==> config.mk <==
export PLATFORM = sky130hd
export DESIGN_NAME = chip_sel_decoder
export DESIGN_NICKNAME = d
export VERILOG_FILES = /design/src/rtl/cs_pkg.sv /design/src/rtl/cs_chan_regs.sv /design/src/rtl/cs_chan_match.sv /design/src/rtl/chip_sel_decoder.sv
export SDC_FILE = /design/constraint.sdc
export NUM_CORES = 1
export LEC_CHECK = 0
export ABC_AREA = 1
export BUFFER_PORTS_ARGS = -buffer_cell sky130_fd_sc_hd__clkbuf_2
export CELL_PAD_IN_SITES_DETAIL_PLACEMENT = 1
export CELL_PAD_IN_SITES_GLOBAL_PLACEMENT = 2
export CORE_MARGIN = 4
export CORE_UTILIZATION = 40
export DETAILED_ROUTE_END_ITERATION = 10
export HOLD_SLACK_MARGIN = 0.12
export PLACE_DENSITY_LB_ADDON = 0.08
export SETUP_SLACK_MARGIN = 0.3
export SLEW_MARGIN = 5
export SYNTH_ARGS = -nofsm -noshare
export SYNTH_HDL_FRONTEND = slang
export SYNTH_SLANG_ARGS = --single-unit
==> constraint.sdc <==
create_clock -name clk -period 2.4 [get_ports clk]
set_input_delay 0.24 -clock clk [delete_from_list [all_inputs] [get_ports clk]]
set_output_delay 0.24 -clock clk [all_outputs]
set_load 0.1 [all_outputs]
==> src/rtl/cs_pkg.sv <==
package cs_pkg;
    localparam int ADDR_W    = 32;
    localparam int FC_W      = 4;
    localparam int CMP_LSB   = 8;
    localparam int FC_LSB    = 4;
    localparam int EN_BIT    = 0;
    localparam int NOCPU_BIT = 1;

    localparam logic [ADDR_W-1:0] BASE_RW = 32'hFFFF_FFF3;
    localparam logic [ADDR_W-1:0] MASK_RW = 32'hFFFF_FFF0;

    function automatic logic is_cpu_space(input logic [FC_W-1:0] fc);
        return fc[2:0] == 3'b111;
    endfunction
endpackage

==> src/rtl/cs_chan_regs.sv <==
module cs_chan_regs
    import cs_pkg::*;
(
    input  logic              clk,
    input  logic              rst_n,
    input  logic              we_base,
    input  logic              we_mask,
    input  logic [ADDR_W-1:0] wdata,
    output logic [ADDR_W-1:0] base_o,
    output logic [ADDR_W-1:0] mask_o
);
    logic [ADDR_W-1:CMP_LSB] base_addr_q;
    logic [FC_W-1:0]         base_fc_q;
    logic [ADDR_W-1:CMP_LSB] mask_addr_q;
    logic [FC_W-1:0]         mask_fc_q;
    logic                    en_q;
    logic                    nocpu_q;

    // control flags: cleared by reset
    always_ff @(posedge clk or negedge rst_n) begin
        if (!rst_n) begin
            en_q    <= 1'b0;
            nocpu_q <= 1'b0;
        end else if (we_base) begin
            en_q    <= wdata[EN_BIT];
            nocpu_q <= wdata[NOCPU_BIT];
        end
    end

    // address and code fields: kept across reset
    always_ff @(posedge clk) begin
        if (we_base) begin
            base_addr_q <= wdata[ADDR_W-1:CMP_LSB];
            base_fc_q   <= wdata[FC_LSB+FC_W-1:FC_LSB];
        end
        if (we_mask) begin
            mask_addr_q <= wdata[ADDR_W-1:CMP_LSB];
            mask_fc_q   <= wdata[FC_LSB+FC_W-1:FC_LSB];
        end
    end

    assign base_o = {base_addr_q, base_fc_q, 2'b00, nocpu_q, en_q};
    assign mask_o = {mask_addr_q, mask_fc_q, 4'b0000};
endmodule

==> src/rtl/cs_chan_match.sv <==
module cs_chan_match
    import cs_pkg::*;
(
    input  logic [ADDR_W-1:0] base_i,
    input  logic [ADDR_W-1:0] mask_i,
    input  logic [ADDR_W-1:0] addr_i,
    input  logic [FC_W-1:0]   fc_i,
    input  logic              strobe_i,
    output logic              hit_o
);
    logic addr_ok;
    logic fc_ok;
    logic cpu_block;

    always_comb begin
        addr_ok   = ((addr_i[ADDR_W-1:CMP_LSB] ^ base_i[ADDR_W-1:CMP_LSB])
                     & ~mask_i[ADDR_W-1:CMP_LSB]) == '0;
        fc_ok     = ((fc_i ^ base_i[FC_LSB+FC_W-1:FC_LSB])
                     & ~mask_i[FC_LSB+FC_W-1:FC_LSB]) == '0;
        cpu_block = base_i[NOCPU_BIT] && is_cpu_space(fc_i);
        hit_o     = strobe_i && base_i[EN_BIT] && addr_ok && fc_ok && !cpu_block;
    end
endmodule

==> src/rtl/chip_sel_decoder.sv <==
module chip_sel_decoder
    import cs_pkg::*;
#(
    parameter int NCH = 4,
    localparam int CHW = (NCH > 1) ? $clog2(NCH) : 1
) (
    input  logic              clk,
    input  logic              rst_n,
    input  logic              reg_we,
    input  logic [CHW:0]      reg_sel,
    input  logic [ADDR_W-1:0] reg_wdata,
    output logic [ADDR_W-1:0] reg_rdata,
    input  logic [ADDR_W-1:0] bus_addr,
    input  logic [FC_W-1:0]   bus_fc,
    input  logic              bus_strobe,
    output logic [NCH-1:0]    cs_n
);
    logic [NCH-1:0][ADDR_W-1:0] base_q;
    logic [NCH-1:0][ADDR_W-1:0] mask_q;
    logic [NCH-1:0]             hit;
    logic [CHW-1:0]             sel_ch;

    assign sel_ch = reg_sel[CHW:1];

    for (genvar k = 0; k < NCH; k++) begin : g_ch
        logic we_b;
        logic we_m;
        assign we_b = reg_we && (sel_ch == CHW'(k)) && !reg_sel[0];
        assign we_m = reg_we && (sel_ch == CHW'(k)) &&  reg_sel[0];

        cs_chan_regs u_regs (
            .clk     (clk),
            .rst_n   (rst_n),
            .we_base (we_b),
            .we_mask (we_m),
            .wdata   (reg_wdata),
            .base_o  (base_q[k]),
            .mask_o  (mask_q[k])
        );

        cs_chan_match u_match (
            .base_i   (base_q[k]),
            .mask_i   (mask_q[k]),
            .addr_i   (bus_addr),
            .fc_i     (bus_fc),
            .strobe_i (bus_strobe),
            .hit_o    (hit[k])
        );
    end

    always_comb begin
        reg_rdata = '0;
        for (int k = 0; k < NCH; k++) begin
            if (sel_ch == CHW'(k))
                reg_rdata = reg_sel[0] ? mask_q[k] : base_q[k];
        end
    end

    assign cs_n = ~hit;
endmodule

# Word level (Yosys, flattened, before mapping)
# Cells that the tools add are included.
# totals
register_bits	232
in_bits	75
out_inout_bits	36
elab_cells	107
# classes
eq_ne	4
mux	8
n_bitwise	25
n_reduce_logical	46
# ops
cell	n
$mux 32	8
$and 24x24->24	4
$logic_not 24->1	4
$not 24->24	4
$xor 24x24->24	4
$logic_and 1x1->1	32
$not 4->4	5
$and 4x4->4	4
$logic_not 4->1	4
$xor 4x4->4	4
$logic_not 1->1	5
$eq 2x2->1 const B	2
$eq 3x3->1 const B	1
$eq 2x1->1 const B	1
$logic_not 2->1	1

# Depth between registers and ports, before layout
# depth
depth_word	7
ltp_mapped	9
ltp_nobuf	8

# By module
# A second synthesis with hierarchy kept.
# unflattened
cells_unflattened	1668
hier_area_um2	12997.5
# modules_own_cells
module	n_inst	cells_each	area_per_inst_um2	seq_area_each_um2
cs_chan_regs	4	74	1821.7	1731.7
cs_chan_match	4	177	734.5	0.0
chip_sel_decoder	1	664	2772.7	0.0

# Worst setup path before layout
# OpenSTA, ideal clock, no wires.
# synth_timing
kind	input to register
start	in reg_sel[0]
end	reg g_ch[1].u_regs.mask_addr_q[10] (netlist name) (enable)
setup_ns	0.448
arrival_time_ns	2.559
required_time_ns	1.952
slack_ns	-0.608
stages	4
n_path_buf	2
path_cell_list	inv_2 -> buf_2 -> buf_2 -> nor3_1
# synth_via
elab_chain_len	1
# synth_lines
element	line_no	source
start, declared	chip_sel_decoder.sv:10	input logic [CHW:0] reg_sel,
$logic_and 1x1->1	chip_sel_decoder.sv:29	assign we_m = reg_we && (sel_ch == CHW'(k)) && reg_sel[0];
via g_ch[1].u_regs.we_mask	cs_chan_regs.sv:7	input logic we_mask,
end signal, assigned	cs_chan_regs.sv:37	mask_addr_q <= wdata[ADDR_W-1:CMP_LSB];
end, declared	cs_chan_regs.sv:14	logic [ADDR_W-1:CMP_LSB] mask_addr_q;
# The timed path passes the listed nets, and every way through them passes these cells.
# A chain may end at the register's enable or synchronous reset.

# Worst setup path in the final report
# layout_timing
start	reg g_ch[1].u_regs.base_addr_q[11] (netlist name)
end	out cs_n[1]
# layout_via
elab_chain_len	7
# layout_lines
element	line_no	source
start, declared	cs_chan_regs.sv:12	logic [ADDR_W-1:CMP_LSB] base_addr_q;
start signal, assigned	cs_chan_regs.sv:33	base_addr_q <= wdata[ADDR_W-1:CMP_LSB];
$xor 24x24->24	cs_chan_match.sv:16	addr_ok = ((addr_i[ADDR_W-1:CMP_LSB] ^ base_i[ADDR_W-1:CMP_LSB])
$and 24x24->24	cs_chan_match.sv:17	& ~mask_i[ADDR_W-1:CMP_LSB]) == '0;
$logic_not 24->1	cs_chan_match.sv:16	
$logic_and 1x1->1 (3 in series)	cs_chan_match.sv:21	hit_o = strobe_i && base_i[EN_BIT] && addr_ok && fc_ok && !cpu_block;
$not 4->4	chip_sel_decoder.sv:59	assign cs_n = ~hit;
end, declared	chip_sel_decoder.sv:16	output logic [NCH-1:0] cs_n
# No other way between the ends.

==> metrics.csv <==
metric,value,unit
cts_tree,yes,
power-per-cell-area,694.3,mW/mm2
die_w,177.1,um
critical_path.max_stage_delay,0.39,ns
whs,0.3919,ns
required,2.16,ns
slowest_stage,edfxtp_1,
clock-skew-final,0,ns
rr_startpoint,g_ch[1].u_regs.nocpu_q,
grt_pass1_wl,56260,um
ff2ff_setup_slack,1.73,ns
cts_max_level,1,
end_kind,output port,
min_path_cells,2,
wl_per_cell,20.40,um
clk_pin_slew_worst_paths,0.06,ns
min_period,2.183,ns
leakage,6.290,nW
swShare,27.55,%
p_sw,2.816,mW
synthFlopType,edfxtp_1,
yosysTopAreaCell,edfxtp_1,
synth_seq_cells,232,
hold_start,reg_sel[0],
startpoint_type,register,
pin_count,111,
ys_seq_area_share,60.53,%
grt_pass1_vias,9714,
die_h,177.1,um
antenna_cells,0,
status,"finished, final reports clean",
cp.arrival,1.94,ns
pwr-share-comb,16.4,%
path_cells,"or2_4, nand2_2, nand2_2, nor2_1, nand2_1, nor2_1, nand2_2, clkbuf_16",
p_clk_share,37.7,%
yosys_warnings,0,
setup_violations,0,
row_count,61,
start_util,40.85,%
core,0.02801,mm2
post_synth.cell_area_avg,9.229,um2
viasPerCell,5.155,
placed_cell_area,0.01318,mm2
tns,0,ns
cts_sinks,232,
max_freq,458.0,MHz
dpl.cell_count,1707,
gp_congestion,0.7850,
cts_root_buffer,clkbuf_16,
synth_edf_count,224,
via_count,9269,
async_reset_ff_share,3.448,%
critPathLaunch,g_ch[1].u_regs.base_addr_q[11],
path_class,reg2out,
cp_max_fo,2,
grt_max_degree,60,
rr_worst_depth,2,
worst_pin_slew,0.7310,ns
report.final.slew_viol_count,0,
drtIter0Drc,539,
syn_to_final_growth,28.64,%
grt_overflow,0,
detail_route.wirelength,36670,um
synth_commonest_cells,"nand2_1 (316), edfxtp_1 (224), inv_1 (219), a21oi_1 (113), o21ai_0 (85)",
seqPwrFrac,45.8,%
fp.dieArea,0.03138,mm2
hp-class,in2reg,
fin_area,0.01472,mm2
synth_area_leaders,"edfxtp_1 (59%), nand2_1 (10%), inv_1 (7.2%)",
finalHoldViolCount,0,
synth_top_area_share,58.78,%
cts_buffer_depth,3,
synth_cells,1240,
instances_no_fill,1798,
layout-drive-gt1-share,19.37,%
ant_nets,0,
synth_area,0.01144,mm2
period_share,90.97,%
clock_latency,0.53,ns
slew_headroom,51.21,%
crit_end,cs_n[1],
peakVddDrop,605.0,uV
drc,0,
synth_cell_types,30,
fin_nets,1475,
drtPass1Iterations,5,
r2r-end,g_ch[1].u_regs.nocpu_q,
grt.total_usage,23.55,%
drv_cap,0,
fillers,3168,
synth.most_common_cell,nand2_1,
dpl.hpwl,24860,um
antenna_found_initial,0,
cpMostUsedCell,nand2_2,
port_buffers,98,
cts_made_buffers,27,
p_int,7.405,mW
rsz0062_at_grt,true,
## final cells by class
type	instances	area, um2	share of cell area, %
Clock buffer	31	690.7	4.692
Clock inverter	18	135.1	0.9180
Inverter	225	845.8	5.746
Multi-Input combinational cell	743	3845	26.12
Sequential cell	232	6927	47.05
Tap cell	378	473.0	3.213
Timing Repair Buffer	171	1804	12.26
## metrics by stage
step | power [mW] | setup slack [ns] | util (%)
2_1_floorplan | 5.682 | 0.2270 | -
4_1_cts | 10.32 | 0.1815 | 52.28
5_1_grt | 10.63 | 0.1371 | 52.55
6_report | 10.22 | 0.2166 | 52.55
3_5_place_dp | 6.364 | 0.3444 | 47.05
3_3_place_gp | 6.333 | 0.3458 | 47.05
## logic make-up (layout without fill, tap and decap cells)
group / Yosys count / count (layout) / share of synthesized area [%]
other cells: 1 / 2 / 0.03277
xor+xnor: 1 / 1 / 0.07655
compound gates: 253 / 253 / 11.90
simple gates: 487 / 487 / 18.20
flops: 232 / 232 / 60.53
buf+inv: 266 / 445 / 9.261
## repair_timing
item	4_1_cts	5_1_grt
resized for setup	69	20
hold endpoints to repair	240	0
cloned	0	0
hold buffers	33	0
pin swaps	29	17
setup endpoints to repair	4	4
buffers inserted	7	2
## sequential cells by signal (all words and copies together), names as in the netlist
name and count:
g_ch.u_regs.base_fc_q 16, g_ch.u_regs.mask_fc_q 16, g_ch.u_regs.mask_addr_q 96, g_ch.u_regs.nocpu_q 4, g_ch.u_regs.base_addr_q 96, g_ch.u_regs.en_q 4
## worst max-delay path: cells and delay by family, from the launching register on
family | cells | cell delay, ns
buffers and inverters | 1 | 0.21
flip-flops | 1 | 0.39
AND/OR/NAND/NOR | 7 | 0.82
## routing by layer
metal  share of wire [%]  global-route usage (%)  wire length (um)  vias to the layer above
met1                  44                   30.91             16100                     4553
met2                  50                   42.08             18440                      182
li1                    -                       -                 -                     4479
met4                 2.2                   5.609               825                        0
met5                   0                       0                 0                        -
met3                 3.6                   2.521              1306                       55
## how the worst min path moves through the flow
stage / end / slack [ns]
after global placement: g_ch[0].u_regs.nocpu_q / 0.10
after CTS: g_ch[2].u_regs.base_addr_q[24] / 0.38
after detailed placement: g_ch[0].u_regs.nocpu_q / 0.11
final: g_ch[2].u_regs.base_addr_q[24] / 0.39
after floorplan: g_ch[0].u_regs.en_q / -0.06
after global routing: g_ch[2].u_regs.base_addr_q[24] / 0.40
## layout by cell type, fill, tap and decap left out, types with 2 or more instances in the layout
cell type and n:
nor3_4 8, a21oi_1 108, o21ai_0 84, dlygate4sd3_1 33, conb_1 2, clkinv_2 6, inv_2 10, dfrtp_1 8
o2111ai_2 14, nand2_2 23, clkbuf_16 31, o22ai_1 2, buf_12 42, edfxtp_1 224, a21oi_2 5, or2_4 2
clkinv_1 9, nand2_1 292, nor2_2 12, o221ai_1 2, o21ai_1 24, nand2_4 3, inv_1 214, o211ai_1 13
nand3b_1 11, nor2_4 8, buf_4 29, clkbuf_2 63, nand4_1 18, nand3_1 63, nor2_1 33, clkbuf_1 4
nand3_2 13, bufinv_16 2
## power by group through the flow
stage / sequential (mW) / clock, mW / combinational (mW)
final: 4.69 / 3.86 / 1.68
after global placement: 4.76 / 0 / 1.57
after detailed placement: 4.77 / 0 / 1.60
after CTS: 4.68 / 3.95 / 1.68
after global routing: 4.70 / 4.14 / 1.79
after floorplan: 4.74 / 0 / 0.938
Note: power is estimated with default switching activity, not from simulation.
